**src/rtl/wk_pkg.sv**
```systemverilog
package wk_pkg;

  localparam int unsigned TRIG_W   = 3;
  localparam int unsigned EN_BASE  = 16;   // byte address of the first enable word
  localparam int unsigned CFG_BASE = 272;  // byte address of line 0 configuration

  localparam logic [TRIG_W-1:0] TRIG_LVL_LO = 3'b000;
  localparam logic [TRIG_W-1:0] TRIG_FALL   = 3'b010;
  localparam logic [TRIG_W-1:0] TRIG_LVL_HI = 3'b100;
  localparam logic [TRIG_W-1:0] TRIG_RISE   = 3'b110;
  localparam logic [TRIG_W-1:0] TRIG_BOTH   = 3'b111;

  typedef struct packed {
    logic valid;    // encoding is one of the supported ones
    logic inv;      // invert the pin before detection
    logic is_edge;  // edge (pulse) rather than level
    logic dual;     // pulse on both directions
  } trig_dec_t;

  function automatic trig_dec_t decode_trig(input logic [TRIG_W-1:0] c);
    trig_dec_t d;
    d = '0;
    case (c)
      TRIG_LVL_LO: begin d.valid = 1'b1; d.inv = 1'b1; end
      TRIG_FALL:   begin d.valid = 1'b1; d.inv = 1'b1; d.is_edge = 1'b1; end
      TRIG_LVL_HI: begin d.valid = 1'b1; end
      TRIG_RISE:   begin d.valid = 1'b1; d.is_edge = 1'b1; end
      TRIG_BOTH:   begin d.valid = 1'b1; d.is_edge = 1'b1; d.dual = 1'b1; end
      default:     d = '0;
    endcase
    return d;
  endfunction

endpackage

```
**src/rtl/wk_sync.sv**
```systemverilog
module wk_sync #(
  parameter int unsigned W = 8
) (
  input  logic         clk,
  input  logic         rst,
  input  logic [W-1:0] d_async,
  output logic [W-1:0] q_sync
);

  logic [W-1:0] stage1;
  logic [W-1:0] stage2;

  always_ff @(posedge clk) begin
    if (rst) begin
      stage1 <= '0;
      stage2 <= '0;
    end else begin
      stage1 <= d_async;
      stage2 <= stage1;
    end
  end

  assign q_sync = stage2;

endmodule

```
**src/rtl/wk_regs.sv**
```systemverilog
module wk_regs
  import wk_pkg::*;
#(
  parameter int unsigned NUM_IRQ = 64,
  parameter int unsigned ADDR_W  = 12
) (
  input  logic                      clk,
  input  logic                      rst,
  input  logic                      bus_wr,
  input  logic                      bus_rd,
  input  logic [ADDR_W-1:0]         bus_addr,
  input  logic [31:0]               bus_wdata,
  output logic [31:0]               bus_rdata,
  output logic [NUM_IRQ-1:0]        en_bits,
  output logic [NUM_IRQ*TRIG_W-1:0] cfg_flat,
  output logic [NUM_IRQ-1:0]        cfg_chg
);

  localparam int unsigned N_WORDS = (NUM_IRQ + 31) / 32;
  localparam logic [ADDR_W-1:0] EN_LO  = ADDR_W'(EN_BASE);
  localparam logic [ADDR_W-1:0] EN_HI  = ADDR_W'(EN_BASE + 4 * N_WORDS);
  localparam logic [ADDR_W-1:0] CFG_LO = ADDR_W'(CFG_BASE);
  localparam logic [ADDR_W-1:0] CFG_HI = ADDR_W'(CFG_BASE + 4 * NUM_IRQ);

  function automatic logic [31:0] word_mask(input int unsigned w);
    logic [31:0] m;
    for (int unsigned b = 0; b < 32; b++) m[b] = ((w * 32 + b) < NUM_IRQ);
    return m;
  endfunction

  logic              aligned;
  logic              en_hit;
  logic              cfg_hit;
  logic [ADDR_W-1:0] en_idx;
  logic [ADDR_W-1:0] cfg_idx;

  assign aligned = (bus_addr[1:0] == 2'b00);
  assign en_hit  = aligned && (bus_addr >= EN_LO)  && (bus_addr < EN_HI);
  assign cfg_hit = aligned && (bus_addr >= CFG_LO) && (bus_addr < CFG_HI);
  assign en_idx  = (bus_addr - EN_LO) >> 2;
  assign cfg_idx = (bus_addr - CFG_LO) >> 2;

  logic [31:0]       en_word [N_WORDS];
  logic [TRIG_W-1:0] cfg_q   [NUM_IRQ];

  for (genvar w = 0; w < N_WORDS; w++) begin : g_enw
    always_ff @(posedge clk) begin
      if (rst) begin
        en_word[w] <= '0;
      end else if (bus_wr && en_hit && (en_idx == ADDR_W'(w))) begin
        en_word[w] <= bus_wdata & word_mask(w);
      end
    end
  end

  for (genvar i = 0; i < NUM_IRQ; i++) begin : g_cfg
    always_ff @(posedge clk) begin
      if (rst) begin
        cfg_q[i]   <= TRIG_LVL_HI;
        cfg_chg[i] <= 1'b0;
      end else begin
        cfg_chg[i] <= 1'b0;
        if (bus_wr && cfg_hit && (cfg_idx == ADDR_W'(i))) begin
          cfg_q[i]   <= bus_wdata[TRIG_W-1:0];
          cfg_chg[i] <= (bus_wdata[TRIG_W-1:0] != cfg_q[i]);
        end
      end
    end
    assign cfg_flat[i*TRIG_W +: TRIG_W] = cfg_q[i];
    assign en_bits[i] = en_word[i / 32][i % 32];
  end

  logic [31:0] rd_mux;

  always_comb begin
    rd_mux = '0;
    for (int unsigned w = 0; w < N_WORDS; w++) begin
      if (en_hit && (en_idx == ADDR_W'(w))) rd_mux = en_word[w];
    end
    for (int unsigned i = 0; i < NUM_IRQ; i++) begin
      if (cfg_hit && (cfg_idx == ADDR_W'(i))) rd_mux = {{(32-TRIG_W){1'b0}}, cfg_q[i]};
    end
  end

  always_ff @(posedge clk) begin
    if (rst) begin
      bus_rdata <= '0;
    end else if (bus_rd) begin
      bus_rdata <= rd_mux;
    end
  end

endmodule

```
**src/rtl/wk_line.sv**
```systemverilog
module wk_line
  import wk_pkg::*;
(
  input  logic              clk,
  input  logic              rst,
  input  logic              pin_sync,
  input  logic [TRIG_W-1:0] cfg,
  input  logic              cfg_chg,
  input  logic              en,
  output logic              irq
);

  trig_dec_t dec;
  logic      norm;
  logic      norm_prev;
  logic      irq_nxt;

  assign dec  = decode_trig(cfg);
  assign norm = pin_sync ^ dec.inv;

  always_comb begin
    if (!dec.valid || !en) begin
      irq_nxt = 1'b0;
    end else if (!dec.is_edge) begin
      irq_nxt = norm;
    end else if (cfg_chg) begin
      irq_nxt = 1'b0;  // a type change resets edge history without a request
    end else if (dec.dual) begin
      irq_nxt = norm ^ norm_prev;
    end else begin
      irq_nxt = norm & ~norm_prev;
    end
  end

  always_ff @(posedge clk) begin
    if (rst) begin
      norm_prev <= 1'b0;
      irq       <= 1'b0;
    end else begin
      norm_prev <= norm;
      irq       <= irq_nxt;
    end
  end

endmodule

```
**src/rtl/wake_irq_normalizer.sv**
```systemverilog
module wake_irq_normalizer
  import wk_pkg::*;
#(
  parameter int unsigned NUM_IRQ = 64,
  parameter int unsigned ADDR_W  = 12
) (
  input  logic               clk,
  input  logic               rst,
  input  logic               bus_wr,
  input  logic               bus_rd,
  input  logic [ADDR_W-1:0]  bus_addr,
  input  logic [31:0]        bus_wdata,
  output logic [31:0]        bus_rdata,
  input  logic [NUM_IRQ-1:0] irq_in,
  output logic [NUM_IRQ-1:0] irq_out
);

  logic [NUM_IRQ-1:0]        en_bits;
  logic [NUM_IRQ*TRIG_W-1:0] cfg_flat;
  logic [NUM_IRQ-1:0]        cfg_chg;
  logic [NUM_IRQ-1:0]        pin_sync;

  wk_regs #(
    .NUM_IRQ (NUM_IRQ),
    .ADDR_W  (ADDR_W)
  ) u_regs (
    .clk       (clk),
    .rst       (rst),
    .bus_wr    (bus_wr),
    .bus_rd    (bus_rd),
    .bus_addr  (bus_addr),
    .bus_wdata (bus_wdata),
    .bus_rdata (bus_rdata),
    .en_bits   (en_bits),
    .cfg_flat  (cfg_flat),
    .cfg_chg   (cfg_chg)
  );

  wk_sync #(
    .W (NUM_IRQ)
  ) u_sync (
    .clk     (clk),
    .rst     (rst),
    .d_async (irq_in),
    .q_sync  (pin_sync)
  );

  for (genvar i = 0; i < NUM_IRQ; i++) begin : g_line
    wk_line u_line (
      .clk      (clk),
      .rst      (rst),
      .pin_sync (pin_sync[i]),
      .cfg      (cfg_flat[i*TRIG_W +: TRIG_W]),
      .cfg_chg  (cfg_chg[i]),
      .en       (en_bits[i]),
      .irq      (irq_out[i])
    );
  end

endmodule

```
**config.mk**
```make
export PLATFORM = sky130hd
export DESIGN_NAME = wake_irq_normalizer
export DESIGN_NICKNAME = d
export VERILOG_FILES = /design/src/rtl/wk_pkg.sv /design/src/rtl/wk_sync.sv /design/src/rtl/wk_regs.sv /design/src/rtl/wk_line.sv /design/src/rtl/wake_irq_normalizer.sv
export SDC_FILE = /design/constraint.sdc
export NUM_CORES = 1
export LEC_CHECK = 0
export BUFFER_PORTS_ARGS = -buffer_cell sky130_fd_sc_hd__clkbuf_2
export CAP_MARGIN = 20
export CORE_MARGIN = 2
export CORE_UTILIZATION = 53
export CTS_CLUSTER_DIAMETER = 200
export DETAILED_ROUTE_END_ITERATION = 10
export PLACE_DENSITY = 0.73
export SETUP_SLACK_MARGIN = 0.05
export SYNTH_ARGS = -nofsm -noshare
export SYNTH_HDL_FRONTEND = slang
export SYNTH_SLANG_ARGS = --single-unit
```
**constraint.sdc**
```tcl
create_clock -name clk -period 3.5 [get_ports clk]
set_input_delay 0.525 -clock clk [delete_from_list [all_inputs] [get_ports clk]]
set_output_delay 0.525 -clock clk [all_outputs]
set_load 0.005 [all_outputs]
```
Word level (Yosys, flattened, before mapping):

Memory sizes are Yosys's and may differ from the RTL's.
Index checks and enable logic that the tools add are counted.
W data, S select, Z words.

* flip-flop bits (word level): 352
* RAM bits: 256
* input bits: 112
* output and inout port bits: 96
* word-level logic and storage cells: 2470
* memories kept: 2

* $add $sub $neg: 2
* $lt $le $gt $ge: 4
* eq/ne operators: 384
* muxes and demuxes: 780
* bitwise logic cells: 386
* reductions and logical operators: 717

Memories
* u_regs.cfg_q: words 64, width 3, read ports 64, clocked after memory_dff 0, write ports 64, RTL line wk_regs.sv:44 `logic [TRIG_W-1:0] cfg_q [NUM_IRQ];`
* u_regs.en_word: words 2, width 32, read ports 2, clocked after memory_dff 0, write ports 2, RTL line wk_regs.sv:43 `logic [31:0] en_word [N_WORDS];`

Operators by type and width (number)
* $mux W32: 68
* $mux W1: 648
* $eq A3 B3 Y1 const B: 192
* $reduce_or A2 Y1: 192
* $eq A10 B6 Y1 const B: 32
* $reduce_or A5 Y1: 64
* $eq A3 B2 Y1 const B: 64
* $logic_not A3 Y1: 64
* $mux W3: 64
* $ne A3 B3 Y1: 64
* $reduce_or A3 Y1: 64
* $eq A10 B5 Y1 const B: 16
* $logic_and A1 B1 Y1: 138
* $logic_not A1 Y1: 128
* $not A1 Y1: 128
* $xor A1 B1 Y1: 128
* $eq A10 B4 Y1 const B: 8
* $or A1 B1 Y1: 66
* $and A1 B1 Y1: 64
* $logic_or A1 B1 Y1: 64
* $eq A10 B3 Y1 const B: 4
* $logic_not A12 Y1: 2
* $eq A10 B1 Y1 const B: 2
* $eq A10 B2 Y1 const B: 2
* 7 further kinds: 7

Depth between registers and ports, before layout:

Gate-level depths: netlist of the first run.

* depth in word-level cells: 70
* depth in mapped cells: 12
* mapped depth without buffers: 8

Hierarchy:

A second synthesis of the first run with hierarchy kept.

* cells, all modules: 2879
* area, all modules: 29489.5 um^2

Modules (own cells, without submodules)
* wk_regs: instances 1, cells each 1713, area an instance 18257.5 um^2, sequential area each 9609.2 um^2
* wk_line: instances 64, cells each 14, area an instance 121.4 um^2, sequential area each 40.0 um^2
* wk_sync: instances 1, cells each 270, area an instance 3464.6 um^2, sequential area each 2562.5 um^2

Least setup slack after synthesis of the first run:

OpenSTA, ideal clock, no wires.

* kind: input-to-reg
* start point: input port bus_addr[10]
* end point: memory u_regs.en_word[0][0] (enable)
* library setup time: 0.389 ns
* arrival: 3.015 ns
* required time: 3.111 ns
* slack: 0.096 ns
* cell stages on the path: 10
* path buffers: 4
* cells stage by stage: buf_6 or4_4 buf_6 buf_8 nor2_1 nand2_1 nor2_2 clkbuf_1 nand2_1 nand2_1

RTL lines
* start, declared: RTL line wake_irq_normalizer.sv:11 `input logic [ADDR_W-1:0] bus_addr,`
* end, declared: RTL line wk_regs.sv:43

Worst setup path after layout of the first run:

* start point: input port bus_addr[6]
* end point: register u_regs.bus_rdata[0]

* longest elaborated chain between the ends: 70
* elaborated cells on any way between the ends: 208
* classes of those cells: add/sub (2); order compare (4); eq/ne (64); mux (66); reduce/logical (72)

RTL lines
* parallel branches: the longest is 69 deep, another holds $sub A12 B5 Y12
* $mux W32 (*): RTL line wk_regs.sv:81 `if (cfg_hit && (cfg_idx == ADDR_W'(i))) rd_mux = {{(32-TRIG_W){1'b0}}, cfg_q[i]};`
* end signal, assigned: RTL line wk_regs.sv:89 `bus_rdata <= rd_mux;`
* end, declared: RTL line wk_regs.sv:13 `output logic [31:0] bus_rdata,`

Every way passes the cells marked *.
A chain may end at the register's enable or synchronous reset.

==> flow_summary.toml, run 1 <==
[cells_and_area]
final_common_cell = "nor2_1"
drive_above_1_share = 0.177
layout.cells.non_filler = 4134
area_growth_pct = 16.7
stdcell_area_um2 = 34500
fin_nets = 3510
mostFrequentLayoutCells = "nor2_1, dfxtp_1, edfxtp_1"
fin_util = 0.626

[die]
core_um2 = 55100
dieWidth_um = 240
die-height_um = 240
initial_core_util = 0.536
fp-row-count = 86
boundaryPins = 208
dieArea_um2 = 57600

[place]
placed_cell_area_um2 = 32400
hpwlAfterDp_um = 81700
numPlacedInstances = 4020
pre_cts_slack_ps = -68.3
place.gp.congestion = 1.01
portBuffers = 207

[setup_path]
critPathRequiredTime_ps = 4040
startpoint_type = "input port"
r2r_start = "u_regs.cfg_q[0][24]"
arrival_ps = 3480
r2r_cells = 10
crit_type = "input port to register"
reg2reg_setup_slack_ps = 770
cp-startpoint = "bus_addr[6]"
endpoint_kind = "register"
critPathMaxFanout = 13

[logic_synthesis]
synth_largest_area_cell = "edfxtp_1"
synth_area_leaders = "edfxtp_1, dfxtp_1, xnor2_1, nor2_1, nor2b_1"
synth-async-reset-ratio = 0
synth.avg_cell_area_um2 = 9.59
synthesis.nets = 3257
netlist.area_leader.share = 0.260
synth_cell_types = 95
synth_flop_cell = "dfxtp_1"
synth_cells = 3081
synth-seq-cells = 608
yosys_warnings = 0
synth_edf_count = 256
yosysSeqAreaShare = 0.499
synth_area_um2 = 29500

[sta]
hold_viol_final = 0
period_needed_ps = 2940
setup_viol = 0
holdWs_ps = 72.1
clock.fmax_mhz = 340
maxSlewHeadroom = 0.243
setup_ws_ps = 556
worstMarginPinSlew_ps = 1140
rsz0062_at_grt = "no"
slew_viol_final = 0
fin_skew_ps = 29.8
post-route-period-util = 0.841

[routing]
wirelength_um = 109000
drt_iter0_drc = 2529
via_count = 24900
drcViolationCount = 0
wire_per_inst_um = 26.4
routed_via_density = 6.02
first_pass_iters = 6
drtAntennaViolNets = 0

[cts]
cts-resized-gates = 0
h-tree-depth = 2
cts_root_buf = "clkbuf_16"
clock_sinks = 608
cts_max_path_buffers = 3
clk_pin_slew_ps = 70
cts_hold_buf = 0
cts_tree = "yes"
post_cts_buffers = 0
cts_buffers = 60
clock_latency_ps = 650

[pwr]
intPower_w = 0.0122
p_sw_w = 0.00419
seqPwrFrac = 0.489
power_density_nw_per_um2 = 476
p_clk_frac = 0.416
power_frac_comb = 0.095
p_leak_nw = 13.5
p_sw_frac = 0.255
peakVddDrop_mv = 0.534

[grt]
grt_pass1_wl_um = 158000
gr-total-overflow = 0
grt_usage = 0.375
grt_pass1_vias = 24300
grt_start_max_net_pins = 81
antenna_found_initial = 8

[run]
cap_violations = 0

[min_path]
hp-class = "input port to register"
hold_start = "irq_in[45]"
holdPathStages = 2

[run_status]
outcome = "completed"
==> synthesized netlist by cell type, drive strengths merged (72+ instances only) <==
master and number:
and3 72, buf 102, o21ai 153, nand2 131, inv 203, clkbuf 159, xnor2 229, dfxtp 352
edfxtp 256, nor2b 137, nor2 448, nor3 128
==> power by group through the flow <==
stage / sequential, W / combinational (W) / clock, W
floorplan: 0.00798 / 0.00101 / 0
global placement: 0.00816 / 0.00145 / 0
detailed placement: 0.00817 / 0.00152 / 0
CTS: 0.00802 / 0.00154 / 0.00688
global route: 0.00805 / 0.00168 / 0.00715
finish: 0.00803 / 0.00155 / 0.00684
==> logic make-up after synthesis <==
logic type	synth area share
muxes	0.00589
DFF	0.499
AOI/OAI and AO/OA	0.122
buffers and inverters	0.0697
adders and majority gates	0.0271
and+or+nand+nor	0.201
xor gates and xnor gates	0.0759
==> worst max-delay path, cell delays in order <==
cell and delay [ps]:
clkbuf_2 200, or4b_2 790, o21ai_0 350, buf_4 240, nand3_1 70, a2bb2oi_1 170
a2111oi_0 400, o211ai_1 170, buf_4 190, a21oi_1 250, o21ai_1 110
==> registers in the layout, indices dropped and copies added, names as in the netlist <==
name,count
u_regs.en_word,64
u_regs.cfg_chg,64
g_line.u_line.norm_prev,64
u_sync.q_sync,64
u_regs.bus_rdata,32
g_line.u_line.irq,64
u_regs.cfg_q,192
u_sync.stage1,64
==> cell type report <==
| class | instances | area [µm²] |
|---|---|---|
| Inverter | 204 | 767 |
| Clock inverter | 24 | 236 |
| Antenna cell | 1 | 2.50 |
| Multi-Input combinational cell | 2008 | 12800 |
| Sequential cell | 608 | 14700 |
| Fill cell | 4535 | 20600 |
| Timing Repair Buffer | 452 | 3130 |
| Clock buffer | 89 | 1870 |
| Tap cell | 748 | 936 |
==> per-layer routing <==
metal | vias to the layer above | global-route usage | share of wire
li1 | 11200 | - | -
met2 | 1321 | 0.606 | 0.46
met3 | 255 | 0.0790 | 0.090
met5 | - | 0 | 0.00065
met4 | 10 | 0.174 | 0.052
met1 | 12100 | 0.484 | 0.40
==> worst paths after layout <==
check,end
hold reg to reg,u_sync.q_sync[39]
setup / recovery,u_regs.bus_rdata[0]
setup reg to reg,u_regs.bus_rdata[0]
hold / removal,u_sync.stage1[45]
==> metrics by stage <==
step                total power, W  TNS (ps)
floorplan                  0.00899         0
global placement           0.00961      -136
detailed placement         0.00969      -155
CTS                         0.0164         0
global route                0.0169         0
finish                      0.0164         0
(Power assumes the default switching activity.)
==> run 2, diff against run 1 <==
--- a/config.mk
+++ b/config.mk
@@ -5,6 +5,7 @@
 export SDC_FILE = /design/constraint.sdc
 export NUM_CORES = 1
 export LEC_CHECK = 0
+export ABC_AREA = 1
 export BUFFER_PORTS_ARGS = -buffer_cell sky130_fd_sc_hd__clkbuf_2
 export CAP_MARGIN = 20
 export CORE_MARGIN = 2
==> constraint.sdc (replaced) <==
create_clock -name clk -period 2.44 [get_ports clk]
set_input_delay 0.366 -clock clk [delete_from_list [all_inputs] [get_ports clk]]
set_output_delay 0.366 -clock clk [all_outputs]
set_load 0.005 [all_outputs]
==> run 2 against run 1 <==
- routed wire length fell by 15%
- die area rose by 0.30%
- critical endpoint unchanged
- worst setup slack got worse by 2100 ps
- sequential power rose by 41%
- the run now ends with negative setup slack left
==> flow_summary.toml, run 2 <==
[pwr]
power_density_nw_per_um2 = 637
p_leak_nw = 16.4
power.total_w = 0.0238
peakVddDrop_mv = 0.625

[grt]
grt_usage = 0.321
grt_pass1_vias = 24900
grt_start_max_net_pins = 71
grt_pass1_wl_um = 140000
antenna_found_initial = 5
gr-total-overflow = 0

[routing]
drt_iter0_drc = 2841
drcViolationCount = 0
first_pass_iters = 6
routed_via_density = 5.26
wirelength_um = 92800
drtAntennaViolNets = 0
wire_per_inst_um = 18.7
via_count = 26000

[run_status]
outcome = "complete, but fails checks"
violations = "negative setup slack"

[cells_and_area]
drive_above_1_share = 0.204
fin_util = 0.678
final_common_cell = "inv_1"
mostFrequentLayoutCells = "inv_1, nor2_1, buf_4"
num-fill-cells = 4387
largest_register_ffs = 192
fin_nets = 4324
regMostFlops = "u_regs.cfg_q"
area_growth_pct = 26.2

[sta]
fin_skew_ps = 25.6
worstMarginPinSlew_ps = 980
rsz0062_at_grt = "yes"
hold_viol_final = 0
clock.fmax_mhz = 249
setup_viol = 3
slew_viol_final = 0
setup_ws_ps = -1580
post-route-period-util = 1.65
maxSlewHeadroom = 0.344
period_needed_ps = 4020

[cts]
clock_latency_ps = 620
cts_buffers = 66
cts_root_buf = "clkbuf_16"
clk_pin_slew_ps = 60
cts_max_path_buffers = 3
cts_tree = "yes"
h-tree-depth = 3
clock_sinks = 608

[die]
core_um2 = 55200
dieWidth_um = 240
initial_core_util = 0.537
fp-row-count = 86
boundaryPins = 208
die-height_um = 240
dieArea_um2 = 57800

[logic_synthesis]
synth_area_um2 = 29600
yosysMostFrequentCell = "nor2_1"
synth_cells = 3623
yosysSeqAreaShare = 0.497
netlist.area_leader.share = 0.259
synth_flop_cell = "dfxtp_1"
synth_cell_types = 43
synth_common_cells = "nor2_1, inv_1, dfxtp_1"
synth_largest_area_cell = "edfxtp_1"
synth-async-reset-ratio = 0
synthesis.nets = 3799
yosys_warnings = 0
synth.avg_cell_area_um2 = 8.18
synth-seq-cells = 608
synth_area_leaders = "edfxtp_1, dfxtp_1, nor2_1, inv_1, xnor2_1"
synth_edf_count = 256

[place]
place.gp.congestion = 1.01
pre_cts_slack_ps = -2080
hpwlAfterDp_um = 67100
portBuffers = 207

[setup_path]
max_stage_delay_ps = 450
cpMostUsedCell = "nand4_1"
cpMaxStageDelayCell = "edfxtp_1"
startpoint_type = "register"
critPathMaxFanout = 2
endpoint_kind = "register"
critPathBufInv = 1
crit_type = "register to register"
cp_top_family = "simple AND/OR/NAND/NOR gates"
reg2reg_setup_slack_ps = -1580
critPathRequiredTime_ps = 2960
arrival_ps = 4540

[min_path]
hp-class = "input port to register"

[run]
cap_violations = 0
run 2: cell types whose count changed after synthesis, sizes merged, moves of 39 or more:
cell,delta
nor3b,-49
nor2b,-137
o21ai,+97
nand4,+48
and3,-71
inv,+516
o2111a,-58
a311oi,-55
xnor2,-39
nand2,+164
a31oi,+57
nor2,+285
run 2: repair_timing:
item | CTS | global route
pin swaps | 26 | 31
setup endpoints to repair | 23 | 249
gates cloned | 0 | 0
buffers inserted | 3 | 6
hold endpoints to repair | 64 | 0
gates resized for setup | 30 | 116
hold buffers | 64 | 0
run 2: layer usage:
metal / global-route usage / vias up / wire length (µm)
li1: - / 12400 / -
met1: 0.418 / 12200 / 37300
met2: 0.514 / 1128 / 42100
met3: 0.0519 / 225 / 7980
met4: 0.168 / 6 / 5270
met5: 0 / - / 41
run 2: path summary, 6_finish.rpt:
check | endpoint | cells after the start | startpoint
worst min register to register | u_sync.q_sync[52] | 2 | u_sync.stage1[52]
worst max-delay path | u_regs.bus_rdata[0] | 36 | u_regs.cfg_q[0][0]
worst max register to register | u_regs.bus_rdata[0] | 36 | u_regs.cfg_q[0][0]
worst min-delay path | u_regs.en_word[1][16] | 3 | bus_wdata[16]
run 2: through the flow:
step	TNS, ps	cells	hold WS (ps)	instance area, µm²
floorplan	-4250	3623	388	29900
global placement	-162540	4755	390	33900
detailed placement	-170020	4755	393	33900
CTS	-4020	4943	39.3	36900
global route	-5670	4949	59.9	37400
finish	-4180	4951	57.4	37400
run 2: power breakdown:
group | internal, W | switching, W | leakage (nW)
clock | 0.00577 | 0.00421 | 1.08
combinational | 0.00103 | 0.00148 | 9.95
sequential | 0.0110 | 0.000326 | 5.35
run 2: cell type report:
type	count	area, µm²	area share
sequential	608	14700	0.394
timing repair buffer	667	5050	0.135
tap	748	936	0.0250
multi-input combinational	2085	11800	0.315
inverter	720	2720	0.0726
clock buffer	94	1950	0.0523
antenna	2	5.00	0.000134
clock inverter	27	226	0.00605
run 2: worst min-delay path: stages:
cell and delay (ps):
clkbuf_2 70, inv_1 40, nor2_1 80
run 2: logic make-up (layout without fill, tap and decap cells):
kind of cell | Yosys count | count (layout) | synth area share
buffers and inverters | 930 | 1508 | 0.126
AND/OR/NAND/NOR | 1303 | 1303 | 0.184
AO/OA/AOI/OAI | 464 | 464 | 0.0901
XOR/XNOR | 254 | 254 | 0.0751
flip-flops | 608 | 608 | 0.497
adder cells (fa/ha/maj) | 64 | 64 | 0.0270
other | 0 | 2 | 0
